**src/rtl/wbb_pkg.sv**
```systemverilog
// Shared definitions for the burst writeback master.
// Assumes a bus whose burst length and width are fixed per instance.
package wbb_pkg;
    typedef enum logic [1:0] {
        ST_IDLE = 2'd0,   // waiting for a request
        ST_HOLD = 2'd1,   // request taken, fill read still running
        ST_ADDR = 2'd2,   // address strobe clock
        ST_DATA = 2'd3    // data beats
    } wbb_state_t;
endpackage

```
**src/rtl/wbb_line_buf.sv**
```systemverilog
// Line capture buffer: stores the line and aligned address on load and
// presents the quadword selected by the beat index.
// Assumes load is only asserted while the sequencer is idle.
module wbb_line_buf #(
    parameter int DATA_W = 64,
    parameter int BEATS  = 4,
    parameter int ADDR_W = 32,
    localparam int LINE_W = DATA_W * BEATS,
    localparam int OFF_W  = $clog2(LINE_W / 8),
    localparam int IDX_W  = $clog2(BEATS)
) (
    input  logic              clk,
    input  logic              rst_n,
    input  logic              load,
    input  logic [ADDR_W-1:0] in_addr,
    input  logic [LINE_W-1:0] in_line,
    input  logic [IDX_W-1:0]  beat_idx,
    output logic [ADDR_W-1:0] line_addr,
    output logic [DATA_W-1:0] beat_word
);
    logic [LINE_W-1:0] line_q;
    logic [DATA_W-1:0] words [BEATS];

    // Capture the line and the aligned address when a request is taken.
    always_ff @(posedge clk) begin
        if (!rst_n) begin
            line_q    <= '0;
            line_addr <= '0;
        end else if (load) begin
            line_q    <= in_line;
            line_addr <= {in_addr[ADDR_W-1:OFF_W], {OFF_W{1'b0}}};
        end
    end

    // Split the line into quadwords, lowest first.
    for (genvar g = 0; g < BEATS; g++) begin : g_split
        assign words[g] = line_q[g*DATA_W +: DATA_W];
    end

    // Select the quadword for the current beat.
    always_comb beat_word = words[beat_idx];

    // the captured address never carries line-offset bits.
    assert_addr_aligned_R3: assert property (@(posedge clk) disable iff (!rst_n)
        line_addr[OFF_W-1:0] == '0);
endmodule

```
**src/rtl/wbb_seq.sv**
```systemverilog
// Burst sequencer: accepts requests while idle, waits out a fill read,
// issues a one-clock strobe, then counts acknowledged data beats.
// Assumes brdy_n is meaningful only while the data bus is driven.
module wbb_seq #(
    parameter int BEATS = 4,
    localparam int IDX_W = $clog2(BEATS)
) (
    input  logic             clk,
    input  logic             rst_n,
    input  logic             req_valid,
    input  logic             fill_busy,
    input  logic             brdy_n,
    output logic             req_ready,
    output logic             load,
    output logic [IDX_W-1:0] beat_idx,
    output logic             ads_n,
    output logic             wr,
    output logic             oe,
    output logic             done
);
    import wbb_pkg::*;

    wbb_state_t state, state_nx;
    logic       last_beat;
    logic       beat_ack;

    assign req_ready = (state == ST_IDLE);
    assign load      = req_ready && req_valid;
    assign beat_ack  = (state == ST_DATA) && !brdy_n;
    assign last_beat = (beat_idx == IDX_W'(BEATS - 1));

    // Choose the next phase of the burst.
    always_comb begin
        state_nx = state;
        unique case (state)
            ST_IDLE: if (req_valid) state_nx = fill_busy ? ST_HOLD : ST_ADDR;
            ST_HOLD: if (!fill_busy) state_nx = ST_ADDR;
            ST_ADDR: state_nx = ST_DATA;
            ST_DATA: if (beat_ack && last_beat) state_nx = ST_IDLE;
            default: state_nx = ST_IDLE;
        endcase
    end

    // Advance the state, the beat counter and the done pulse.
    always_ff @(posedge clk) begin
        if (!rst_n) begin
            state    <= ST_IDLE;
            beat_idx <= '0;
            done     <= 1'b0;
        end else begin
            state <= state_nx;
            done  <= beat_ack && last_beat;
            if (state == ST_ADDR)  beat_idx <= '0;
            else if (beat_ack)     beat_idx <= beat_idx + 1'b1;
        end
    end

    // Bus control levels decoded from the registered state.
    assign ads_n = (state != ST_ADDR);
    assign oe    = (state == ST_DATA);
    assign wr    = (state == ST_ADDR) || (state == ST_DATA);

    // the strobe lasts one clock.
    assert_strobe_single_R3: assert property (@(posedge clk) disable iff (!rst_n)
        !ads_n |=> ads_n);
    // data is driven right after the strobe.
    assert_data_after_strobe_R5: assert property (@(posedge clk) disable iff (!rst_n)
        !ads_n |=> oe);
    // no request is taken while a burst is in flight.
    assert_no_accept_busy_R2: assert property (@(posedge clk) disable iff (!rst_n)
        !(req_ready && (oe || !ads_n)));
    // done is a one-clock pulse with the bus released.
    assert_done_pulse_R8: assert property (@(posedge clk) disable iff (!rst_n)
        done |-> (!oe && !wr) ##1 !done);
    // while waiting on the fill, no strobe appears.
    assert_fill_holds_R9: assert property (@(posedge clk) disable iff (!rst_n)
        (state == ST_HOLD && fill_busy) |=> ads_n);
    // write indication covers strobe and data clocks.
    assert_wr_cover_R4: assert property (@(posedge clk) disable iff (!rst_n)
        (!ads_n || oe) |-> wr);
endmodule

```
**src/rtl/wbb_master.sv**
```systemverilog
// Top of the burst writeback master: joins the sequencer and the line
// buffer and gates the data bus with the output enable.
// Assumes one requester and a single responding memory.
module wbb_master #(
    parameter int DATA_W = 64,
    parameter int BEATS  = 4,
    parameter int ADDR_W = 32,
    localparam int LINE_W = DATA_W * BEATS,
    localparam int IDX_W  = $clog2(BEATS)
) (
    input  logic              clk,
    input  logic              rst_n,
    input  logic              req_valid,
    output logic              req_ready,
    input  logic [ADDR_W-1:0] req_addr,
    input  logic [LINE_W-1:0] req_line,
    input  logic              fill_busy,
    output logic              ads_n,
    output logic [ADDR_W-1:0] bus_addr,
    output logic              bus_wr,
    output logic [DATA_W-1:0] dq,
    output logic              dq_oe,
    input  logic              brdy_n,
    output logic              done
);
    logic             load;
    logic [IDX_W-1:0] beat_idx;
    logic [DATA_W-1:0] beat_word;

    wbb_seq #(.BEATS(BEATS)) u_seq (
        .clk(clk), .rst_n(rst_n), .req_valid(req_valid), .fill_busy(fill_busy),
        .brdy_n(brdy_n), .req_ready(req_ready), .load(load), .beat_idx(beat_idx),
        .ads_n(ads_n), .wr(bus_wr), .oe(dq_oe), .done(done)
    );

    wbb_line_buf #(.DATA_W(DATA_W), .BEATS(BEATS), .ADDR_W(ADDR_W)) u_buf (
        .clk(clk), .rst_n(rst_n), .load(load), .in_addr(req_addr),
        .in_line(req_line), .beat_idx(beat_idx), .line_addr(bus_addr),
        .beat_word(beat_word)
    );

    // Drive data only while the bus is owned.
    assign dq = dq_oe ? beat_word : '0;

    // data holds through wait states.
    assert_hold_wait_R6: assert property (@(posedge clk) disable iff (!rst_n)
        (dq_oe && brdy_n) |=> (!dq_oe || $stable(dq)));
endmodule

```
**config.mk**
```make
export PLATFORM = sky130hd
export DESIGN_NAME = wbb_master
export DESIGN_NICKNAME = d
export VERILOG_FILES = /design/src/rtl/wbb_pkg.sv /design/src/rtl/wbb_line_buf.sv /design/src/rtl/wbb_seq.sv /design/src/rtl/wbb_master.sv
export SDC_FILE = /design/constraint.sdc
export NUM_CORES = 1
export LEC_CHECK = 0
export ABC_CLOCK_PERIOD_IN_PS = 1900
export CORE_UTILIZATION = 45
export DETAILED_ROUTE_END_ITERATION = 10
export DONT_BUFFER_PORTS = 1
export GPL_ROUTABILITY_DRIVEN = 0
export SLEW_MARGIN = 20
export SYNTH_ARGS = -nofsm -noshare
export SYNTH_HDL_FRONTEND = slang
export SYNTH_SLANG_ARGS = --single-unit
```
**constraint.sdc**
```tcl
create_clock -name clk -period 1.9 [get_ports clk]
set_input_delay 0 -clock clk [delete_from_list [all_inputs] [get_ports clk]]
set_output_delay 0 -clock clk [all_outputs]
set_load 0.005 [all_outputs]
```
==> impl_metrics.csv <==
group,metric,value,unit
status,run_status,"finished with violations",
status,failed_checks,"negative hold slack, negative setup slack",
run,max_cap_violations,0,
grt,first_global_vias,10486,
sta,final_max_slew_viol_count,0,
routing,drc_errors_left,0,
routing,vias,10639,
grt,total_routing_resource_utilization_after_global_routing,0.2354,
synth,yosys.cell_types.count,24,
sta,max_clock_freq,508.5,MHz
grt,grt_use_met2,0.4047,
die,dieWidth,169.8,um
routing,routed_wl,36.54,mm
sta,finalCritPeriodShare,1.035,
grt,met3_usage,0.05294,
clocking,cts_max_path_buffers,3,
grt,global_route.usage.met1,0.2882,
clocking,tritoncts,"built",
layout,seqCellArea,5774,sq um
placement,detailedPlace.worstSlack,134.1,ps
sta,finalWorstSetupSlack,-66.44,ps
critical_path,criticalPathCategory,"flop to output pin",
min_path,worst_hold_path_type,"input pin to flop",
sta,post_route_worst_hold_slack,-402.4,ps
routing,wl_per_cell,17.75,um
sta,worst_clock_skew,8.843,ps
power,pwr_density_cell,1060,nW/um^2
sta,setup_repair_after_global_routing_missed_its_margin,"yes",
sta,report.final.hold_viol_count,283,
layout,layout.cells.most_common,"nand2_1",
power,cellLeakagePower,6.438,nW
layout,nets,1957,
die,floorplan.rows,61,
routing,detailedRoute.firstPassIterationCount,7,
synth,synthesis.area,12670,sq um
clocking,clock_latency,560,ps
critical_path,crit_required,1900,ps
synth,yosysSeqAreaShare,0.4552,
clocking,worst_path_clk_slew,60,ps
critical_path,critical_path_peak_fanout,6,
placement,place.detailed.hpwl,21.08,mm
die,dieArea,28820,sq um
power,total_power,18.34,mW
grt,grt.busiest_layer,"met2",
die,effective_utilization_at_floorplan,0.4572,
power,vdd_ir_drop_max,929.7,uV
grt,grt_max_degree,290,
sta,worst_slew_pin_slew,547.0,ps
critical_path,cp-start-kind,"flop",
sta,layout_min_cycle_time,1966,ps
synth,synth_cells,1417,
grt,global_route.overflow_total,0,
critical_path,arrival,1970,ps
die,pin_count,394,
clocking,htreeDepth,1,
layout,fillerInstances,2264,
grt,grt_first_pass_wirelength,54.41,mm
critical_path,critical-path-slowest-cell,"mux4_2",
layout,layout-drive-gt1-share,0.1315,
clocking,ctsRootBufferMaster,"clkbuf_16",
critical_path,path_cells,"buf_12 -> clkbuf_16 -> mux4_2 -> and2_4",
layout,layout.cells.most_common_list,"nand2_1 (571), dlygate4sd3_1 (285), dfxtp_1 (285)",
routing,initialDrtViolationCount,628,
synth,yosys_warnings,0,
die,placeable_core_region,27710,sq um
layout,multi_input_area,6476,sq um
critical_path,crit_end_element,"output pin",
die,die_height,169.8,um
clocking,tritoncts.num_buffers,31,
critical_path,slowest_delay,510,ps
layout,syn_to_final_growth,36.54,%
clocking,cts.sink_count,288,
routing,avgViaCountPerCell,5.167,
routing,final_antenna_net_count,0,
placement,io_buffer_count,0,
synth,synthesis.area_per_instance,8.939,sq um
grt,grt_antenna_before_repair,1,
synth,synth_seq_cells,288,
sta,setup_viol,52,
sta,worst_slew_margin_relative_to_its_limit,0.6353,
[kinds of logic (layout without fill, tap and decap cells)]
group,after synthesis,count (layout),synth area share
buf+inv,125,384,0.04761
simple gates,643,643,0.2042
mux,68,68,0.1170
xor+xnor,1,1,0.0006916
compound gates,285,285,0.1691
flops,288,288,0.4552
fa+ha+maj,6,6,0.005926
other cells,1,6,0.0002960
[per-layer routing]
metal | share of wire | vias up | wire [um]
met5 | 0 | - | 0
met4 | 0.032 | 0 | 1160
met3 | 0.067 | 75 | 2442
met2 | 0.49 | 356 | 17770
met1 | 0.42 | 5053 | 15170
li1 | - | 5155 | -
[registers in the layout, summed over array words and instances (netlist names)]
signal / flops
u_seq.state: 2
u_buf.line_addr: 27
u_buf.line_q: 256
u_seq.done: 1
u_seq.beat_idx: 2
[timing repair]
| item | CTS | global route |
|---|---|---|
| pin swaps | 0 | 0 |
| hold buffers | 263 | 22 |
| hold endpoints to repair | 288 | 283 |
| setup endpoints to repair | 64 | 88 |
| buffers inserted | 1 | 3 |
| gates resized for setup | 46 | 24 |
| cloned | 1 | 5 |
[cell type report]
class	count	area share
antenna	1	0.0001447
clock buffer	44	0.05303
clock inverter	11	0.006656
inverter	4	0.0008681
multi-input combinational	1008	0.3744
sequential	288	0.3339
tap	378	0.02735
timing repair buffer	325	0.2036
[final timing paths]
path	start	endpoint	slack [ps]	cells past startpoint
worst max-delay path	u_seq.beat_idx[0]	dq[42]	-70	4
worst min register to register	u_buf.line_q[173]	u_buf.line_q[173]	460	2
worst max register to register	u_seq.state[0]	u_seq.state[0]	80	6
worst min-delay path	rst_n	u_buf.line_q[107]	-400	1
[power breakdown]
group	internal, mW	switching (mW)
logic	2.11	2.43
clock network	3.61	2.46
registers	7.14	0.590
total	12.9	5.48
[cells in the mapped netlist]
master,count,share of area
mux2i_1,3,0.0024
and2_1,65,0.032
a21boi_0,283,0.17
conb_1,1,0.00030
o211ai_1,1,0.00059
xnor2_1,1,0.00069
inv_1,4,0.0012
a222oi_1,1,0.00079
buf_4,5,0.0030
ha_1,6,0.0059
clkbuf_1,67,0.020
mux2_2,1,0.00089
nand2b_1,1,0.00049
mux4_2,64,0.11
or2_2,1,0.00049
nand2_1,572,0.17
buf_8,5,0.0059
dfxtp_1,288,0.46
buf_1,2,0.00059
buf_2,41,0.016
nor2b_1,1,0.00049
and3_1,1,0.00049
buf_6,1,0.00089
nor2_1,2,0.00059
[worst max-delay path: cells and delay by family (launching register included)]
kind / cells / cell delay [ps]
flip-flops: 1 / 380
multiplexers: 1 / 510
AND/OR/NAND/NOR: 1 / 170
buffers and inverters: 2 / 340
[stage by stage]
step                setup TNS, ps  instances  instance area [sq um]    util  hold WS, ps
floorplan                       0       1421                  12680       -        144.9
global placement                0       1709                  13050  0.4708        145.8
detailed placement              0       1709                  13050  0.4708        153.2
CTS                         -3531       2029                  16880  0.6094       -428.5
global route                -5728       2059                  17300  0.6243       -421.9
finish                      -2132       2059                  17300  0.6243       -402.4
Note: power is estimated with default switching activity, not from simulation.
